--- config.mk ---
export PLATFORM = sky130hd
export DESIGN_NAME = spi_cs_unit
export DESIGN_NICKNAME = d
export VERILOG_FILES = /design/src/rtl/spi_cs_pkg.sv /design/src/rtl/spi_cs_ctrl.sv /design/src/rtl/spi_cs_datapath.sv /design/src/rtl/spi_cs_unit.sv
export SDC_FILE = /design/constraint.sdc
export NUM_CORES = 1
export LEC_CHECK = 0
export BUFFER_PORTS_ARGS = -buffer_cell sky130_fd_sc_hd__clkbuf_2
export CORE_AREA = 2 2 39 41
export CTS_BUF_LIST = sky130_fd_sc_hd__clkbuf_8
export DETAILED_ROUTE_END_ITERATION = 8
export DIE_AREA = 0 0 41 43
export MAX_ROUTING_LAYER = met4
export PLACE_DENSITY = 0.75
export SLEW_MARGIN = 20
export SYNTH_ARGS = -nofsm -noshare
export SYNTH_HDL_FRONTEND = slang
export SYNTH_HIERARCHICAL = 1
export SYNTH_SLANG_ARGS = --single-unit
--- constraint.sdc ---
create_clock -name clk -period 2.8 [get_ports clk]
set_input_delay 0.28 -clock clk [delete_from_list [all_inputs] [get_ports clk]]
set_output_delay 0.28 -clock clk [all_outputs]
set_load 0.03 [all_outputs]
--- src/rtl/spi_cs_pkg.sv ---
package spi_cs_pkg;
  typedef struct packed {
    logic loadPort;   // capture new base levels
    logic selectCmd;  // command levels override the base
    logic haltDrive;  // mode fault: release every pin
    logic slaveMode;  // pin 0 belongs to the slave-select input
  } csStrobes_t;
endpackage

--- src/rtl/spi_cs_ctrl.sv ---
module spi_cs_ctrl
  import spi_cs_pkg::*;
(
  input  logic       clk,
  input  logic       rstN,
  input  logic       masterEn,
  input  logic       portWrEn,
  input  logic       cmdActive,
  input  logic       ssInN,
  input  logic       faultClr,
  output csStrobes_t strobes,
  output logic       modeFault
);
  logic faultFlag;
  logic faultHit;
  logic faultNext;

  // a low slave-select seen while mastering is a conflict on the shared pin
  assign faultHit  = masterEn && !ssInN;
  // a new hit outranks a clear in the same cycle
  assign faultNext = faultHit || (faultFlag && !faultClr);

  always_ff @(posedge clk or negedge rstN) begin
    if (!rstN) faultFlag <= 1'b0;
    else       faultFlag <= faultNext;
  end

  always_comb begin
    strobes.loadPort  = portWrEn;
    strobes.selectCmd = masterEn && cmdActive;
    strobes.haltDrive = faultNext;
    strobes.slaveMode = !masterEn;
  end

  assign modeFault = faultFlag;
endmodule

--- src/rtl/spi_cs_datapath.sv ---
module spi_cs_datapath
  import spi_cs_pkg::*;
#(
  parameter int NUM_CS = 4
) (
  input  logic              clk,
  input  logic              rstN,
  input  csStrobes_t        strobes,
  input  logic [NUM_CS-1:0] pinAssign,
  input  logic [NUM_CS-1:0] pinDir,
  input  logic [NUM_CS-1:0] portWrData,
  input  logic [NUM_CS-1:0] cmdCsBits,
  output logic [NUM_CS-1:0] pinOut,
  output logic [NUM_CS-1:0] pinOe
);
  localparam int SHARED_PIN = 0;

  logic [NUM_CS-1:0] portReg;
  logic [NUM_CS-1:0] baseNext;
  logic [NUM_CS-1:0] csMode;
  logic [NUM_CS-1:0] outNext;
  logic [NUM_CS-1:0] oeNext;

  assign baseNext = strobes.loadPort ? portWrData : portReg;
  assign csMode   = pinAssign & pinDir;

  for (genvar i = 0; i < NUM_CS; i++) begin : g_pin
    logic sharedHold;
    if (i == SHARED_PIN) begin : g_shared
      assign sharedHold = strobes.slaveMode;
    end else begin : g_plain
      assign sharedHold = 1'b0;
    end

    always_comb begin
      outNext[i] = baseNext[i];
      oeNext[i]  = 1'b0;
      if (csMode[i]) begin
        if (strobes.selectCmd) outNext[i] = cmdCsBits[i];
        oeNext[i] = !sharedHold;
      end else if (pinDir[i]) begin
        oeNext[i] = 1'b1;
      end
      if (strobes.haltDrive) oeNext[i] = 1'b0;
    end
  end

  always_ff @(posedge clk or negedge rstN) begin
    if (!rstN) begin
      portReg <= '0;
      pinOut  <= '0;
      pinOe   <= '0;
    end else begin
      portReg <= baseNext;
      pinOut  <= outNext;
      pinOe   <= oeNext;
    end
  end
endmodule

--- src/rtl/spi_cs_unit.sv ---
module spi_cs_unit
  import spi_cs_pkg::*;
#(
  parameter int NUM_CS = 4
) (
  input  logic              clk,
  input  logic              rstN,
  input  logic              masterEn,
  input  logic [NUM_CS-1:0] pinAssign,
  input  logic [NUM_CS-1:0] pinDir,
  input  logic              portWrEn,
  input  logic [NUM_CS-1:0] portWrData,
  input  logic              cmdActive,
  input  logic [NUM_CS-1:0] cmdCsBits,
  input  logic              ssInN,
  input  logic              faultClr,
  output logic [NUM_CS-1:0] pinOut,
  output logic [NUM_CS-1:0] pinOe,
  output logic              modeFault
);
  csStrobes_t strobes;

  spi_cs_ctrl u_ctrl (
    .clk       (clk),
    .rstN      (rstN),
    .masterEn  (masterEn),
    .portWrEn  (portWrEn),
    .cmdActive (cmdActive),
    .ssInN     (ssInN),
    .faultClr  (faultClr),
    .strobes   (strobes),
    .modeFault (modeFault)
  );

  spi_cs_datapath #(.NUM_CS(NUM_CS)) u_dp (
    .clk        (clk),
    .rstN       (rstN),
    .strobes    (strobes),
    .pinAssign  (pinAssign),
    .pinDir     (pinDir),
    .portWrData (portWrData),
    .cmdCsBits  (cmdCsBits),
    .pinOut     (pinOut),
    .pinOe      (pinOe)
  );
endmodule

==> metrics.md <==
| Metric | Value |
|---|---|
| Status | `complete, no violations` |
| Worst-skew pair later-pin latency | `0.24 ns` |
| Inserted Clock Buffers | `3` |
| Cell count after synthesis | `36` |
| GPL Wtd Cong | `0.6825` |
| Largest cells by area after synthesis | `dfrtp_1, mux2_4, nand3_1, nor2b_1, buf_4` |
| Cell family with most CP delay | `flip-flops` |
| Crit-path slowest cell | `dfrtp_1` |
| Drt drc | `0` |
| Layout Skew | `0.002858 ns` |
| Syn Std Cell Area | `about 540 µm²` |
| Cells along the critical path | `clkbuf_2` |
| Tcrit/Tclk final | `between 30% and 40%` |
| CTS tree | `yes` |
| Final wirelength | `approximately 980 µm` |
| Die span in x | `41 µm` |
| Main flop type after synthesis | `dfrtp_1` |
| Crit Path Max Fanout | `2` |
| Post-synth EDFFs | `0` |
| Number of max-cap violations | `0` |
| Fin. Hold Viols | `0` |
| Routed wire per std cell | `11.38 µm` |
| Largest net degree at the start of global routing | `14` |
| DRT Pass-1 Iters | `3` |
| GR peak layer | `met2` |
| Tmin final | `1.073 ns` |
| Compound-Gate Fraction of Synth Area | `between 3 and 4%` |
| ANT cells | `0` |
| Via density per instance | `~4.4` |
| FF/Latch Area | `325.3 µm²` |
| Slew margin rel. | `roughly 79%` |
| Number of routed nets with antenna violations | `0` |
| PnR worst setup slack | `~1.7 ns` |
| GRT met1 Usage | `about 15%` |
| WP data required | `between 2 and 3 ns` |
| Hpwl dp | `803.8 µm` |
| Ys async rst share | `100.0%` |
| Port bufs | `31` |
| Finish-stage setup viols | `0` |
| Area Growth Syn to Fin | `40.09%` |
| Placed Instances | `slightly above 80` |
| Die Ht | `roughly 43 µm` |
| M2 GR Usage | `between 20% and 30%` |
| Layout Nets | `between 90 and 100` |
| PD cells | `607.1 nW/µm²` |
| Final TNS setup | `0 ns` |
| Avg Inst Size Synth | `between 10 and 15 µm²` |
| Yosys top cell area share | `between 60 and 70%` |
| Synth Area in Adders | `0%` |
| WP data arrival | `0.79 ns` |
| Via count | `around 380` |
| Hold WC Path Type | `in -> reg` |
| Largest family of logic cells by synthesized area | `multiplexers` |
| Clock Tree Buf Depth | `2` |
| RSZ-0062 raised after global routing | `false` |
| Met3 usage | `between 4 and 5%` |
| Max Freq | `roughly 930 MHz` |
| Initial Util | `between 30 and 40%` |
| Register-to-register setup slack | `roughly 1.8 ns` |
| Sequential fraction of the synthesis area | `about three fifths` |
| Share of layout cells above drive strength 1 | `slightly above 60%` |
| Synth cell types | `9` |
| Maximum vdd drop | `~0.33 mV` |
| Syn Nets | `59` |
| I/O pins | `32` |
| Tot GR Track Use | `13.96%` |
| Xor-xnor portion of the synthesized cell area | `0%` |
| Final Non-Filler Cells | `86` |
| Critical Path Sink Type | `primary output` |
| Overflow after GRT | `0` |
| Post-CTS resize count | `0` |
| Synth warn | `6` |
| Post-synth top area cell | `dfrtp_1` |
| Synthesized flop and latch total | `13` |
| Multi-input logic area | `about 190 µm²` |
| Number of global-route vias before repair | `roughly 360` |
| Initial antenna violation count | `0` |
| Critical path class | `reg -> out` |
| First-pass GRT wire length | `1.511 mm` |
| Actual slew at the worst max-slew pin | `between 0.3 and 0.4 ns` |
| Die area | `around 1800 µm²` |
| Post-synthesis mux area share | `roughly 22%` |
| Rows | `14` |
| Worst path max stage delay | `about 0.37 ns` |
| Final Total Pwr | `0.4565 mW` |
| Clock-pin slew on the worst setup and hold paths | `approximately 0.050 ns` |
| Count leader, synth | `dfrtp_1` |
| Fill cell count | `130` |
| Core region area | `approximately 1400 µm²` |
| Leakage | `between 0.4 and 0.5 nW` |
| Dpl ws | `approximately 1.6 ns` |
| Post-Synth Simple-Gate Area | `roughly 8.4%` |
| Startpoint types | `register` |
| CTS root buf | `clkbuf_8` |
| H-tree Lvls | `1` |
| WP buf/inv | `1` |
| Setup bufs post-CTS | `0` |
| Post-synth top cells | `dfrtp_1, mux2_4, nand3_1` |
| Final Max Slew Viols | `0` |
| DRT iter0 DRCs | `1` |
| Sink Count | `13` |
==> state kept, by name (all words and copies together), names as in the netlist <==
signal and cells:
u_dp/pinOe 4, u_dp/pinOut 4, u_dp/portReg 4, u_ctrl/modeFault 1
==> cells by family after synthesis <==
group,Yosys count
muxes,8
buffers and inverters,5
DFF,13
AOI/OAI and AO/OA,2
and+or+nand+nor,8
==> worst register-to-register path, stage by stage (launching register included) <==
cell	delay [ns]
dfrtp_1	0.37
mux2_4	0.28
mux2_4	0.26
==> routing by layer <==
metal / wire (µm) / share of wire (%) / vias to the layer above
met3: 68 / 6.9 / 2
li1: - / - / 186
met4: 14 / 1.4 / 0
met1: 383 / 39 / 174
met5: 0 / 0 / -
met2: 512 / 52 / 17
==> where the power goes <==
group / internal [mW] / leakage [nW] / switching (mW)
Sequential: 0.206 / 0.157 / 0.00528
Combinational: 0.0409 / 0.236 / 0.0498
Clock: 0.0962 / 0.0269 / 0.0585
Total: 0.343 / 0.420 / 0.114
==> layout by cell type, fill, tap and decap left out <==
| master | netlist | layout |
|---|---|---|
| a211oi_1 | 1 | 1 |
| and2_1 | 1 | 1 |
| clkbuf_2 | 0 | 31 |
| clkbuf_8 | 0 | 3 |
| dfrtp_1 | 13 | 13 |
| dlygate4sd3_1 | 0 | 1 |
| inv_1 | 3 | 4 |
| mux2_4 | 8 | 8 |
| nand3_1 | 4 | 4 |
| nor2b_1 | 3 | 3 |
| o22ai_2 | 1 | 1 |
==> through the flow <==
stage,cell area (µm²),hold WS [ns],utilization [%]
after CTS,752.0,0.2249,54.34
after detailed placement,696.9,0.1847,50.36
after global placement,696.9,0.1795,50.36
final,752.0,0.2292,54.34
after floorplan,536.8,-0.01559,-
after global routing,752.0,0.2334,54.34
==> area by class of cell <==
cell class / count / area share [%]
clock buffer: 3 / 5.491
clock inverter: 1 / 0.4992
inverter: 3 / 1.498
multi-input combinational: 18 / 24.63
sequential: 13 / 43.26
tap: 16 / 2.662
timing repair buffer: 32 / 21.96
==> final timing paths <==
| path | start | end | cells past startpoint |
|---|---|---|---|
| worst max register to register | u_dp/portReg[3]$_DFF_PN0_ | u_dp/pinOut[3]$_DFF_PN0_ | 2 |
| worst min register to register | u_dp/portReg[0]$_DFF_PN0_ | u_dp/portReg[0]$_DFF_PN0_ | 1 |
| worst max-delay path | u_ctrl/modeFault$_DFF_PN0_ | modeFault | 1 |
| min in group asynchronous | rstN | u_dp/pinOut[2]$_DFF_PN0_ | 2 |
| worst min-delay path | pinAssign[0] | u_dp/pinOe[0]$_DFF_PN0_ | 2 |
| max in group asynchronous | rstN | u_dp/portReg[3]$_DFF_PN0_ | 2 |
==> timing repair <==
item | CTS | global route
endpoints found under the hold margin | 13 | 0
endpoints found under the setup margin | 0 | 0
hold buffers | 1 | 0
Power figures use the tool's default switching activity.
